$ cat config.mk
export PLATFORM = sky130hd
export DESIGN_NAME = sqw_div_gen
export DESIGN_NICKNAME = d
export VERILOG_FILES = /design/src/rtl/sqwdiv_pkg.sv /design/src/rtl/sqwdiv_chain.sv /design/src/rtl/sqwdiv_tapsel.sv /design/src/rtl/sqwdiv_out.sv /design/src/rtl/sqw_div_gen.sv
export SDC_FILE = /design/constraint.sdc
export NUM_CORES = 1
export LEC_CHECK = 0
export ABC_AREA = 1
export ABC_CLOCK_PERIOD_IN_PS = 1950
export CORE_MARGIN = 10
export CORE_UTILIZATION = 31
export CTS_CLUSTER_DIAMETER = 80
export DETAILED_ROUTE_END_ITERATION = 10
export PLACE_DENSITY = 0.59
export SLEW_MARGIN = 20
export SYNTH_ARGS = -nofsm -noshare
export SYNTH_HDL_FRONTEND = slang
export SYNTH_SLANG_ARGS = --single-unit
$ cat constraint.sdc
create_clock -name clk -period 1.95 [get_ports clk]
set_input_delay 0.195 -clock clk [delete_from_list [all_inputs] [get_ports clk]]
set_output_delay 0.195 -clock clk [all_outputs]
set_load 0.05 [all_outputs]
$ cat src/rtl/sqwdiv_pkg.sv
package sqwdiv_pkg;

  localparam int STAGES = 15;
  localparam int SEL_W  = 4;
  localparam int IDX_W  = $clog2(STAGES);

  typedef struct packed {
    logic             on;
    logic [IDX_W-1:0] idx;
  } tap_t;

  // Rate code to tap: codes 1/2 alias onto the same taps as 8/9,
  // codes 3..15 walk up the chain from bit 1.
  function automatic tap_t map_code(input logic [SEL_W-1:0] code);
    tap_t t;
    t.on = (code != '0);
    if (code == '0)
      t.idx = '0;
    else if (code == SEL_W'(1) || code == SEL_W'(2))
      t.idx = IDX_W'(code + SEL_W'(5));
    else
      t.idx = IDX_W'(code - SEL_W'(2));
    return t;
  endfunction

endpackage

$ cat src/rtl/sqwdiv_chain.sv
module sqwdiv_chain #(
  parameter int STAGES = 15
) (
  input  logic              clk,
  input  logic              rst,
  input  logic              step,
  output logic [STAGES-1:0] count,
  output logic              stepped
);

  always_ff @(posedge clk) begin
    if (rst) begin
      count   <= '0;
      stepped <= 1'b0;
    end else begin
      stepped <= step;
      if (step) count <= count + 1'b1;
    end
  end

endmodule

$ cat src/rtl/sqwdiv_tapsel.sv
module sqwdiv_tapsel
  import sqwdiv_pkg::*;
#(
  parameter int STAGES = sqwdiv_pkg::STAGES
) (
  input  logic [SEL_W-1:0]  code,
  input  logic [STAGES-1:0] count,
  output logic              level,
  output logic              rise_now
);

  // rise_vec[i]: bit i is 1 and every lower bit is 0, i.e. bit i has
  // just turned on if the counter advanced on the previous edge.
  logic [STAGES-1:0] rise_vec;

  genvar gi;
  generate
    for (gi = 0; gi < STAGES; gi++) begin : g_rise
      if (gi == 0) begin : g_lsb
        assign rise_vec[gi] = count[gi];
      end else begin : g_up
        assign rise_vec[gi] = count[gi] & ~(|count[gi-1:0]);
      end
    end
  endgenerate

  tap_t tap;

  always_comb begin
    tap      = map_code(code);
    level    = tap.on & count[tap.idx];
    rise_now = tap.on & rise_vec[tap.idx];
  end

endmodule

$ cat src/rtl/sqwdiv_out.sv
module sqwdiv_out (
  input  logic clk,
  input  logic rst,
  input  logic level,
  input  logic rise_now,
  input  logic stepped,
  input  logic gate_en,
  input  logic inhibit,
  output logic sqw_q,
  output logic tick_q
);

  always_ff @(posedge clk) begin
    if (rst) begin
      sqw_q  <= 1'b0;
      tick_q <= 1'b0;
    end else begin
      sqw_q  <= level & gate_en & ~inhibit;
      tick_q <= rise_now & stepped;
    end
  end

endmodule

$ cat src/rtl/sqw_div_gen.sv
module sqw_div_gen
  import sqwdiv_pkg::*;
#(
  parameter int STAGES = sqwdiv_pkg::STAGES
) (
  input  logic             clk,
  input  logic             rst,
  input  logic             tb_step,
  input  logic [SEL_W-1:0] rate_code,
  input  logic             sqw_enable,
  input  logic             supply_fail,
  output logic             sqw_out,
  output logic             periodic_tick
);

  logic [STAGES-1:0] count;
  logic              stepped;
  logic              level;
  logic              rise_now;

  sqwdiv_chain #(.STAGES(STAGES)) u_chain (
    .clk     (clk),
    .rst     (rst),
    .step    (tb_step),
    .count   (count),
    .stepped (stepped)
  );

  sqwdiv_tapsel #(.STAGES(STAGES)) u_tapsel (
    .code     (rate_code),
    .count    (count),
    .level    (level),
    .rise_now (rise_now)
  );

  sqwdiv_out u_out (
    .clk      (clk),
    .rst      (rst),
    .level    (level),
    .rise_now (rise_now),
    .stepped  (stepped),
    .gate_en  (sqw_enable),
    .inhibit  (supply_fail),
    .sqw_q    (sqw_out),
    .tick_q   (periodic_tick)
  );

endmodule

==> tab_implementation.tex <==
\begin{tabular}{lr}
\hline
Metric & Value \\
\hline
\multicolumn{2}{l}{\textbf{Yosys}} \\
Cell type with the highest aggregate area in the netlist & sky130\_fd\_sc\_hd\_\_dfxtp\_1 \\
Mapped cell area & approximately 1400 µm² \\
Number of library cell types mapped by synthesis & 27 \\
Count of flip-flops with a built-in enable after synthesis & 0 \\
Number of warning messages in the yosys log & 0 \\
Cell types occupying the most area after synthesis & sky130\_fd\_sc\_hd\_\_dfxtp\_1 (25\%), sky130\_fd\_sc\_hd\_\_nand2\_1 (17\%), sky130\_fd\_sc\_hd\_\_inv\_1 (8.6\%), sky130\_fd\_sc\_hd\_\_nand3\_1 (8.3\%), sky130\_fd\_sc\_hd\_\_ha\_1 (7.8\%) \\
Post-synthesis sequential element count & 18 \\
List of most frequent post-synthesis cells & sky130\_fd\_sc\_hd\_\_nand2\_1 (66), sky130\_fd\_sc\_hd\_\_inv\_1 (33), sky130\_fd\_sc\_hd\_\_nor2\_1 (25) \\
Average cell area after synthesis & 6.13 µm² \\
Mapped Cells & between 200 and 250 \\
Net count of the mapped netlist & roughly 250 \\
Most common cell in the netlist & sky130\_fd\_sc\_hd\_\_nand2\_1 \\
Sequential-to-total area share from yosys stat & between 20\% and 30\% \\
Ys async rst share & 0\% \\
Share of Yosys cell area claimed by the top area cell type & around a quarter \\
Dominant synthesized flop cell & sky130\_fd\_sc\_hd\_\_dfxtp\_1 \\
\multicolumn{2}{l}{\textbf{Clock tree}} \\
Clk Latency, worst-skew pair & 0.25 ns \\
TritonCTS clock tree & yes \\
CTS Buf Count & 3 \\
Clk pin slew, worst setup/hold paths & $\sim$0.070 ns \\
Setup repair bufs after CTS & 0 \\
Htree depth & 1 \\
Maximum buffer depth of the clock tree & 2 \\
Library cell used as clock root buffer & sky130\_fd\_sc\_hd\_\_clkbuf\_8 \\
CTS Hold Bufs & 0 \\
Number of gates resized after cts & 0 \\
Clock sink total & 18 \\
\multicolumn{2}{l}{\textbf{Finish}} \\
Fraction of layout instances using a drive strength above 1 & 14.5\% \\
Non-filler instance count after layout & about 310 \\
Synth-to-Final Area Change & 22.7\% \\
Number of nets in the layout & 281 \\
Summed area of non-filler cells in the final layout & 1780 µm² \\
\# diodes & 0 \\
\multicolumn{2}{l}{\textbf{Min path}} \\
Path class of the lowest-slack min-delay path & reg -> reg \\
\multicolumn{2}{l}{\textbf{Placed design}} \\
Placed instance count & between 300 and 400 \\
Setup Slack @ Placement & -0.131 ns \\
Final HPWL from detailed placement & roughly 2700 µm \\
RePlAce Congestion & 0.840 \\
Total of buffers placed on input and output ports & 10 \\
Standard cell area after detailed placement & 1710 µm² \\
\multicolumn{2}{l}{\textbf{Worst setup path}} \\
Kind of end point of the critical path & flop \\
Slowest-stage cell, CP & sky130\_fd\_sc\_hd\_\_clkdlybuf4s50\_1 \\
Worst EP required & around 2.1 ns \\
Series of cell instances along the critical path & clkdlybuf4s50\_1 > inv\_1 > ha\_1 > inv\_1 > nand2\_1 > nand3\_2 > nand2\_1 > nor2\_4 > nand3\_1 > a21oi\_2 > nor2\_1 > nor2\_1 \\
Type of origin of the critical path & input port \\
Largest fanout on the critical path & 7 \\
Register-to-Register Setup Slack & 0.32 ns \\
Crit-path max cell delay & roughly 0.50 ns \\
Endpoint arrival time on the critical path & a little under 2 ns \\
Critical path start-end classification & in -> reg \\
\multicolumn{2}{l}{\textbf{Power}} \\
IR drop worst, VDD & 238 µV \\
Cell Pwr Density & between 500 and 600 nW/µm² \\
Static power due to leakage & 0.826 nW \\
\multicolumn{2}{l}{\textbf{Die}} \\
Die Span X & 88.3 µm \\
Initial core utilization & 32.6\% \\
Die boundary height & 88.3 µm \\
Die ar. & 7800 µm² \\
Core Box Area & between 4000 and 5000 µm² \\
I/O pins & 11 \\
Count of standard-cell rows & 24 \\
\multicolumn{2}{l}{\textbf{Drt}} \\
Vias post-DR & 1460 \\
Antenna Nets Post-Route & 0 \\
Number of search-and-repair iterations in the first detailed-routing pass & 4 \\
Starting DRT DRC Count & 83 \\
Detail-routed net length per standard cell & roughly 11 µm \\
Routed via count divided by cell count & 4.65 \\
DRC errors left & 0 \\
Final WL & about 3300 µm \\
\multicolumn{2}{l}{\textbf{STA}} \\
Final WS setup & around 0.21 ns \\
Min Tclk post-route & 1.74 ns \\
Max Freq & 576 MHz \\
Pins over their slew limit & 0 \\
Slew Limit Headroom & about 67\% \\
Number of setup violations in the final report & 0 \\
Worst Clk Skew & 0.00636 ns \\
Transition time at the pin with the least slew margin & 0.500 ns \\
Hold slack & $\sim$0.52 ns \\
Hold Vio Cnt, Final & 0 \\
Final period utilization & 89.1\% \\
\multicolumn{2}{l}{\textbf{GRT}} \\
Number of global-route vias before repair & 1318 \\
Wire length of the first global-routing pass & $\sim$5800 µm \\
All-Layer GR Usage & under 10\% \\
Remaining Overflow, GRT & 0 \\
Pin count of the biggest net entering global routing & 14 \\
Antenna violations before repair & 0 \\
\multicolumn{2}{l}{\textbf{Run}} \\
MaxCap Viol Count & 0 \\
\multicolumn{2}{l}{\textbf{Run status}} \\
Result of the run & completed \\
\hline
\end{tabular}
## placed cells by master, fill, tap and decap left out, drive strengths merged
master,count
nor2,31
nand2,71
clkdlybuf4s50,9
nor3,5
buf,16
xnor2,1
nand3,26
inv,33
o21ai,15
clkbuf,4
nand4,2
a31oi,1
ha,9
nor3b,1
or2,1
a21oi,16
dlymetal6s2s,1
nor4,2
dfxtp,18
## state kept, by name (all words and copies together) (netlist names)
name / cells
u_chain.count: 15
u_chain.stepped: 1
u_out.sqw_q: 1
u_out.tick_q: 1
## routing by layer
layer	share of wire, %	vias to the layer above	global-route usage [%]	wire, µm
met5	0	-	0	0
met4	1.1	0	2.20	36
met3	5.1	2	1.93	170
met2	42	21	13.7	1410
met1	51	632	12.2	1700
li1	-	805	-	-
## final timing paths
path	endpoint	depth (start not counted)	startpoint
setup / recovery	u_out.tick_q	12	rate_code[0]
hold / removal	u_chain.count[4]	2	u_chain.count[4]
setup reg to reg	u_chain.count[14]	10	u_chain.count[1]
hold reg to reg	u_chain.count[4]	2	u_chain.count[4]
## per-stage QoR
| step | utilization, % | TNS, ns | power, mW |
|---|---|---|---|
| floorplan | - | 0 | 0.525 |
| global placement | 38.4 | -0.120 | 0.607 |
| detailed placement | 38.4 | -0.216 | 0.605 |
| CTS | 39.6 | 0 | 0.923 |
| global route | 40.0 | -0.00158 | 0.969 |
| finish | 40.0 | 0 | 0.914 |
## power by group
part	leakage, nW	total [mW]	switching (mW)	internal, mW
clock	0.0288	0.314	0.135	0.179
combinational	0.651	0.220	0.128	0.0921
sequential	0.146	0.380	0.00624	0.374
## kinds of logic after synthesis
group	Yosys count	synth area share, %
fa+ha+maj	9	7.78
buf+inv	37	10.5
xor+xnor	1	0.605
flops	18	24.9
compound gates	32	11.4
simple gates	139	44.9
## layout make-up
class	count	area (µm²)
Timing Repair Buffer	26	223
Clock buffer	4	55.1
Sequential cell	18	360
Fill cell	487	2670
Multi-Input combinational cell	181	950
Tap cell	52	65.1
Inverter	33	124
## critical path: cells and delay by family
kind / cells / cell delay (ns)
adder cells (fa/ha/maj): 1 / 0.19
buffers and inverters: 3 / 0.63
AO/OA/AOI/OAI: 1 / 0.14
AND/OR/NAND/NOR: 7 / 0.75
No activity file was read; power rests on OpenSTA's default activity.
